<file path="src/rtl/led_evt_pkg.sv">
package led_evt_pkg;
  localparam int CNT_W = 16;

  localparam logic [1:0] ADDR_CTRL   = 2'd0;
  localparam logic [1:0] ADDR_BLINK  = 2'd1;
  localparam logic [1:0] ADDR_PERIOD = 2'd2;
  localparam logic [1:0] ADDR_ONTIME = 2'd3;

  localparam logic [1:0] SPD_10   = 2'd0;
  localparam logic [1:0] SPD_100  = 2'd1;
  localparam logic [1:0] SPD_1000 = 2'd2;

  localparam int BIT_EN        = 15;
  localparam int BIT_POL       = 14;
  localparam int BIT_FORCE_BLK = 9;

  typedef struct packed {
    logic             en;
    logic             pol;
    logic [6:0]       on_mask;
    logic [9:0]       blk_mask;
    logic [CNT_W-1:0] period;
    logic [CNT_W-1:0] on_time;
  } led_cfg_t;
endpackage

</file>
<file path="src/rtl/led_cfg_regs.sv">
module led_cfg_regs
  import led_evt_pkg::*;
#(
  parameter logic [CNT_W-1:0] RST_PERIOD = 16'h061A
) (
  input  logic             clk,
  input  logic             rst,
  input  logic             we,
  input  logic [1:0]       addr,
  input  logic [CNT_W-1:0] wdata,
  output led_cfg_t         cfg
);
  localparam logic [CNT_W-1:0] RST_ONTIME = RST_PERIOD >> 1;

  logic [CNT_W-1:0] ctrl_q, blk_q, per_q, ont_q;

  always_ff @(posedge clk) begin
    if (rst) begin
      ctrl_q <= CNT_W'(16'h4000);
      blk_q  <= '0;
      per_q  <= RST_PERIOD;
      ont_q  <= RST_ONTIME;
    end else if (we) begin
      case (addr)
        ADDR_CTRL:   ctrl_q <= wdata;
        ADDR_BLINK:  blk_q  <= wdata;
        ADDR_PERIOD: per_q  <= wdata;
        default:     ont_q  <= wdata;
      endcase
    end
  end

  always_comb begin
    cfg.en       = ctrl_q[BIT_EN];
    cfg.pol      = ctrl_q[BIT_POL];
    cfg.on_mask  = ctrl_q[6:0];
    cfg.blk_mask = blk_q[9:0];
    cfg.period   = per_q;
    cfg.on_time  = ont_q;
  end

  logic unused_bits;
  assign unused_bits = ^{ctrl_q[13:7], blk_q[CNT_W-1:10]};

  p_wr_ctrl_r4: assert property (@(posedge clk) disable iff (rst)
    ($past(we) && $past(addr) == ADDR_CTRL) |-> ctrl_q == $past(wdata));
endmodule

</file>
<file path="src/rtl/led_blink_gen.sv">
module led_blink_gen #(
  parameter int W        = 16,
  parameter int PRESCALE = 4
) (
  input  logic         clk,
  input  logic         rst,
  input  logic         clr,
  input  logic [W-1:0] period,
  input  logic [W-1:0] on_time,
  output logic         tick,
  output logic         wave
);
  localparam int PW = (PRESCALE > 1) ? $clog2(PRESCALE) : 1;
  localparam logic [PW-1:0] PRE_LAST = PW'(PRESCALE - 1);

  logic [PW-1:0] pre_cnt;
  logic [W-1:0]  phase;
  logic          pre_wrap;

  assign pre_wrap = (pre_cnt == PRE_LAST);
  assign tick     = pre_wrap & ~clr;

  always_ff @(posedge clk) begin
    if (rst || clr)    pre_cnt <= '0;
    else if (pre_wrap) pre_cnt <= '0;
    else               pre_cnt <= pre_cnt + 1'b1;
  end

  always_ff @(posedge clk) begin
    if (rst || clr) phase <= '0;
    else if (tick) begin
      if (phase >= period - 1'b1) phase <= '0;
      else                        phase <= phase + 1'b1;
    end
  end

  assign wave = (period != '0) && (phase < on_time);

  p_clear_restart_r8: assert property (@(posedge clk) disable iff (rst)
    $past(clr) |-> (phase == '0 && pre_cnt == '0));
  p_pre_bound_r7: assert property (@(posedge clk) disable iff (rst)
    pre_cnt <= PRE_LAST);
endmodule

</file>
<file path="src/rtl/led_event_eval.sv">
module led_event_eval
  import led_evt_pkg::*;
#(
  parameter int NSPD = 3
) (
  input  logic            clk,
  input  logic            rst,
  input  led_cfg_t        cfg,
  input  logic            link_up,
  input  logic [1:0]      link_speed,
  input  logic            link_full,
  input  logic [NSPD-1:0] act_tx,
  input  logic [NSPD-1:0] act_rx,
  input  logic            tick,
  output logic            on_match,
  output logic            blink_active
);
  logic [6:0]       cond;
  logic [NSPD-1:0]  hit_vec;
  logic             act_hit;
  logic [CNT_W-1:0] hold;

  always_comb begin
    cond[0] = link_up && link_speed == SPD_1000;
    cond[1] = link_up && link_speed == SPD_100;
    cond[2] = link_up && link_speed == SPD_10;
    cond[3] = !link_up;
    cond[4] = link_up && link_full;
    cond[5] = link_up && !link_full;
    cond[6] = 1'b1;
  end
  assign on_match = |(cond & cfg.on_mask);

  for (genvar i = 0; i < NSPD; i++) begin : g_act
    assign hit_vec[i] = (act_tx[i] & cfg.blk_mask[2*i]) |
                        (act_rx[i] & cfg.blk_mask[2*i+1]);
  end
  assign act_hit = |hit_vec;

  always_ff @(posedge clk) begin
    if (rst)                       hold <= '0;
    else if (act_hit)              hold <= cfg.period;
    else if (tick && hold != '0)   hold <= hold - 1'b1;
  end

  assign blink_active = cfg.blk_mask[BIT_FORCE_BLK] || (hold != '0);

  p_hold_load_r9: assert property (@(posedge clk) disable iff (rst)
    $past(act_hit) |-> hold == $past(cfg.period));
  p_hold_decay_r9: assert property (@(posedge clk) disable iff (rst)
    ($past(hold) != '0 && !$past(act_hit) && !$past(tick)) |-> hold == $past(hold));
endmodule

</file>
<file path="src/rtl/led_event_ctrl.sv">
module led_event_ctrl
  import led_evt_pkg::*;
#(
  parameter int PRESCALE = 4
) (
  input  logic             clk,
  input  logic             rst,
  input  logic             cfg_we,
  input  logic [1:0]       cfg_addr,
  input  logic [CNT_W-1:0] cfg_wdata,
  input  logic             link_up,
  input  logic [1:0]       link_speed,
  input  logic             link_full,
  input  logic [2:0]       act_tx,
  input  logic [2:0]       act_rx,
  input  logic             blink_clr,
  output logic             led_out
);
  led_cfg_t cfg;
  logic     tick, wave, on_match, blink_active, lit;

  led_cfg_regs u_regs (
    .clk(clk), .rst(rst), .we(cfg_we), .addr(cfg_addr),
    .wdata(cfg_wdata), .cfg(cfg)
  );

  led_blink_gen #(.W(CNT_W), .PRESCALE(PRESCALE)) u_blink (
    .clk(clk), .rst(rst), .clr(blink_clr), .period(cfg.period),
    .on_time(cfg.on_time), .tick(tick), .wave(wave)
  );

  led_event_eval #(.NSPD(3)) u_eval (
    .clk(clk), .rst(rst), .cfg(cfg), .link_up(link_up),
    .link_speed(link_speed), .link_full(link_full), .act_tx(act_tx),
    .act_rx(act_rx), .tick(tick), .on_match(on_match),
    .blink_active(blink_active)
  );

  assign lit = blink_active ? wave : on_match;

  always_ff @(posedge clk) begin
    if (rst)         led_out <= 1'b0;
    else if (cfg.en) led_out <= lit ~^ cfg.pol;
    else             led_out <= ~cfg.pol;
  end

  p_disabled_idle_r2: assert property (@(posedge clk) disable iff (rst)
    !$past(cfg.en) |-> led_out == !$past(cfg.pol));
  p_blink_wins_r6: assert property (@(posedge clk) disable iff (rst)
    ($past(cfg.en) && $past(blink_active)) |-> led_out == ($past(wave) ~^ $past(cfg.pol)));
endmodule

</file>
<file path="config.mk">
export PLATFORM = sky130hd
export DESIGN_NAME = led_event_ctrl
export DESIGN_NICKNAME = d
export VERILOG_FILES = /design/src/rtl/led_evt_pkg.sv /design/src/rtl/led_cfg_regs.sv /design/src/rtl/led_blink_gen.sv /design/src/rtl/led_event_eval.sv /design/src/rtl/led_event_ctrl.sv
export SDC_FILE = /design/constraint.sdc
export NUM_CORES = 1
export LEC_CHECK = 0
export BUFFER_PORTS_ARGS = -buffer_cell sky130_fd_sc_hd__buf_2
export CAP_MARGIN = 20
export CORE_MARGIN = 2
export CORE_UTILIZATION = 50
export CTS_BUF_LIST = sky130_fd_sc_hd__clkbuf_2 sky130_fd_sc_hd__clkbuf_4 sky130_fd_sc_hd__clkbuf_8
export CTS_CLUSTER_DIAMETER = 100
export DETAILED_ROUTE_END_ITERATION = 10
export HOLD_SLACK_MARGIN = 0.08
export PLACE_DENSITY = 0.68
export SYNTH_ARGS = -nofsm -noshare
export SYNTH_HDL_FRONTEND = slang
export SYNTH_SLANG_ARGS = --single-unit
</file>
<file path="constraint.sdc">
create_clock -name clk -period 4.3 [get_ports clk]
set_input_delay 0.215 -clock clk [delete_from_list [all_inputs] [get_ports clk]]
set_output_delay 0.215 -clock clk [all_outputs]
set_load 0.005 [all_outputs]
</file>
==> flow_summary_export.csv <==
group,metric,value,unit
status,status,"finished clean",
global_route,pin_count_of_the_biggest_net_entering_global_routing,41,
critical_path,timing.critical_path.cells,"or4_1, or2_2, xor2_1, ha_1, a21o_1, a21o_1, a21o_1, a21oi_1, o21ai_1, buf_4, nor2_1",
critical_path,arrival,3200,ps
clock_network,worstSkewPairLatency,360,ps
detailed_routing,detail_route.wirelength,10.49,mm
detailed_routing,detail_route.drc_violations,0,
finish,fillers,817,
power_and_ir_drop,static-leakage-power,2.015,nW
power_and_ir_drop,finalPower,0.001624,W
sta,grt_setup_unrepaired,"false",
synth,synth_edf_count,0,
detailed_routing,vias,3769,
finish,nNetsFinal,625,
finish,utilization,56.84,%
clock_network,cts-htree-levels,3,
sta,tightest_slew,1025,ps
detailed_routing,drtIter0Drc,158,
clock_network,clk_path_buf_depth,2,
worst_hold_path,worst_hold_path_type,"primary input to flip-flop",
sta,final_critical_path_required_period,2912,ps
sta,finalHoldViolCount,0,
place,routabilityCongestion,0.8643,
floorplan,row_count,34,
sta,fin_setup_tns,0,ps
detailed_routing,wl_per_cell,15.63,um
floorplan,design.die.area,0.009742,mm^2
finish,post_route_cells_drive_above_1_share,11.55,%
floorplan,start_util,51.42,%
synth,synthesis.nets,598,
clock_network,cts-hold-fix-buffers,2,
floorplan,placeableCoreArea,0.008721,mm^2
power_and_ir_drop,vdd.ir_drop.worst,0.1776,mV
global_route,grt_overflow_total,0,
finish,final_area,0.004957,mm^2
synth,synth-async-reset-ratio,0,%
floorplan,die_width,98.70,um
critical_path,critical_path.most_common_cell,"sky130_fd_sc_hd__a21o_1",
clock_network,clkTransAtPathRegs,80,ps
global_route,vias_in_the_first_global_route,3644,
clock_network,cts_tree,"built",
sta,timing.max_slew.rel_slack,31.52,%
synth,synth.yosys.seq_area_share,37.05,%
clock_network,cts-buffers-inserted,9,
clock_network,clock_sinks,83,
detailed_routing,avgViaCountPerCell,5.617,
job,maxCapViolations,0,
synth,area_of_the_mapped_netlist,0.004484,mm^2
critical_path,setup.worst_path.start_class,"flip-flop",
critical_path,cpPeakStageDelay,620,ps
critical_path,worstPathBufferInverterCount,1,
critical_path,critical-path-slowest-cell,"sky130_fd_sc_hd__or4_1",
critical_path,worstPathMaxFanout,16,
sta,clock_tree_skew_after_final_layout,11.64,ps
sta,fin_hold_ws,106.5,ps
global_route,grt.total_usage,22.54,%
detailed_routing,ant_nets,0,
critical_path,required_time_at_the_endpoint_of_the_critical_path,4580,ps
synth,ys_warn_count,0,
finish,number_of_inserted_diodes,0,
synth,synthFlopType,"sky130_fd_sc_hd__dfxtp_1",
global_route,wire_length_of_the_first_global_routing_pass,17.52,mm
sta,max_freq,0.3434,GHz
place,portBuffers,32,
critical_path,path_class,"flip-flop to flip-flop",
synth,ys_types,51,
sta,finalSetupViolCount,0,
finish,most-common-layout-cells,"83 x sky130_fd_sc_hd__dfxtp_1, 75 x sky130_fd_sc_hd__nand2_1, 64 x sky130_fd_sc_hd__nor2_1",
critical_path,crit_family,"simple AND/OR/NAND/NOR gates",
clock_network,cts_root_buffer_type,"sky130_fd_sc_hd__clkbuf_8",
clock_network,cts_setup_buffers,0,
finish,final_common_cell,"sky130_fd_sc_hd__dfxtp_1",
floorplan,die_height,98.70,um
critical_path,crit_path_capture_type,"flip-flop",
synth,synth.ff_latch_count,83,
clock_network,post_cts_repair_resize_count,0,
sta,timing.final.crit_share,67.72,%
sta,timing_max_transition_violations_final,0,
floorplan,pin_count,33,
place,place_hpwl,7.736,mm
synth,syn-instance-count,531,
synth,synth.avg_cell_area,8.445,um^2
global_route,antenna_found_initial,0,
power_and_ir_drop,power.density_cell_area,327.5,mW/mm^2
place,placed_area,0.004728,mm^2
finish,area.growth.synth_to_final,10.55,%
detailed_routing,first_pass_iters,4,
==> cell type report <==
type / instances / area [um^2] / area share [%]
repair buffers: 39 / 221.5 / 4.467
multi-input cells: 404 / 2663 / 53.71
clock inverters: 4 / 51.30 / 1.035
clock buffers: 12 / 146.4 / 2.953
flip-flops and latches: 83 / 1662 / 33.52
well taps: 108 / 135.1 / 2.726
inverters: 21 / 78.83 / 1.590
==> synthesized netlist by cell type, types with 3 or more instances <==
master | number | share of area, %
sky130_fd_sc_hd__a211o_1 | 6 | 1.2
sky130_fd_sc_hd__a211oi_1 | 13 | 2.2
sky130_fd_sc_hd__a21o_1 | 4 | 0.67
sky130_fd_sc_hd__a21oi_1 | 33 | 3.7
sky130_fd_sc_hd__a221oi_1 | 3 | 0.59
sky130_fd_sc_hd__a311oi_1 | 3 | 0.59
sky130_fd_sc_hd__and2_1 | 3 | 0.42
sky130_fd_sc_hd__and4_1 | 4 | 0.78
sky130_fd_sc_hd__buf_1 | 4 | 0.33
sky130_fd_sc_hd__clkbuf_1 | 18 | 1.5
sky130_fd_sc_hd__dfxtp_1 | 83 | 37
sky130_fd_sc_hd__ha_1 | 35 | 9.8
sky130_fd_sc_hd__inv_1 | 21 | 1.8
sky130_fd_sc_hd__mux2i_1 | 18 | 4.0
sky130_fd_sc_hd__nand2_1 | 75 | 6.3
sky130_fd_sc_hd__nand2b_1 | 4 | 0.56
sky130_fd_sc_hd__nand3_1 | 8 | 0.89
sky130_fd_sc_hd__nand3b_1 | 9 | 1.5
sky130_fd_sc_hd__nand4_1 | 11 | 1.5
sky130_fd_sc_hd__nor2_1 | 64 | 5.4
sky130_fd_sc_hd__nor2b_1 | 3 | 0.42
sky130_fd_sc_hd__nor3_1 | 10 | 1.1
sky130_fd_sc_hd__nor3b_1 | 3 | 0.50
sky130_fd_sc_hd__nor4_1 | 8 | 1.1
sky130_fd_sc_hd__o21ai_0 | 9 | 1.0
sky130_fd_sc_hd__or2_2 | 3 | 0.42
sky130_fd_sc_hd__or3_1 | 4 | 0.56
sky130_fd_sc_hd__or4_1 | 6 | 1.0
sky130_fd_sc_hd__xnor2_1 | 20 | 3.9
sky130_fd_sc_hd__xor2_1 | 20 | 3.9
==> where the power goes <==
group          internal, W  switching (W)
clock network     0.000288       0.000281
logic            0.0000903       0.000127
registers         0.000802      0.0000349
==> routing by layer <==
layer,GRT usage [%],vias up,wire (um)
li1,-,1917,-
met1,29.62,1749,4824
met2,36.00,80,4926
met3,4.043,23,417
met4,10.75,0,322
met5,0,-,0
==> stage by stage <==
step | worst slack (ps) | instances
6_report | 1388 | 671
5_1_grt | 1195 | 671
4_1_cts | 1378 | 670
3_5_place_dp | 1413 | 652
3_3_place_gp | 1491 | 652
2_1_floorplan | 1233 | 531
==> logic make-up (layout without fill, tap and decap cells) <==
kind of cell    count (synthesis)  after routing  synth area share [%]
compound gates                 85             85                 12.42
xor+xnor                       40             40                 7.813
fa+ha+maj                      35             35                 9.766
mux                            18             18                 4.018
flops                          83             83                 37.05
buf+inv                        44             76                 3.711
simple gates                  226            226                 25.22
==> worst register-to-register path: stages, from the launching register on <==
cell	delay (ps)
sky130_fd_sc_hd__dfxtp_1	380
sky130_fd_sc_hd__or4_1	620
sky130_fd_sc_hd__or2_2	360
sky130_fd_sc_hd__xor2_1	160
sky130_fd_sc_hd__ha_1	300
sky130_fd_sc_hd__a21o_1	180
sky130_fd_sc_hd__a21o_1	170
sky130_fd_sc_hd__a21o_1	170
sky130_fd_sc_hd__a21oi_1	130
sky130_fd_sc_hd__o21ai_1	70
sky130_fd_sc_hd__buf_4	210
sky130_fd_sc_hd__nor2_1	120
==> registers in the layout, indices dropped and copies added (netlist names) <==
register,flops
u_regs.ont_q,16
led_out,1
u_blink.phase,16
u_regs.ctrl_q,9
u_regs.per_q,16
u_blink.pre_cnt,2
u_regs.blk_q,7
u_eval.hold,16
==> path summary, 6_finish.rpt <==
kind | startpoint | endpoint | slack, ps | depth (start not counted)
min | cfg_wdata[10] | u_regs.ont_q[10]$_SDFFE_PP0P_ | 110 | 3
min reg2reg | u_blink.pre_cnt[0]$_SDFF_PP0_ | u_blink.pre_cnt[0]$_SDFF_PP0_ | 430 | 1
max reg2reg | u_regs.per_q[5]$_SDFFE_PP0P_ | u_blink.phase[10]$_SDFFE_PP0P_ | 1390 | 11
max | u_regs.per_q[5]$_SDFFE_PP0P_ | u_blink.phase[10]$_SDFFE_PP0P_ | 1390 | 11
Power figures use the tool's default switching activity.
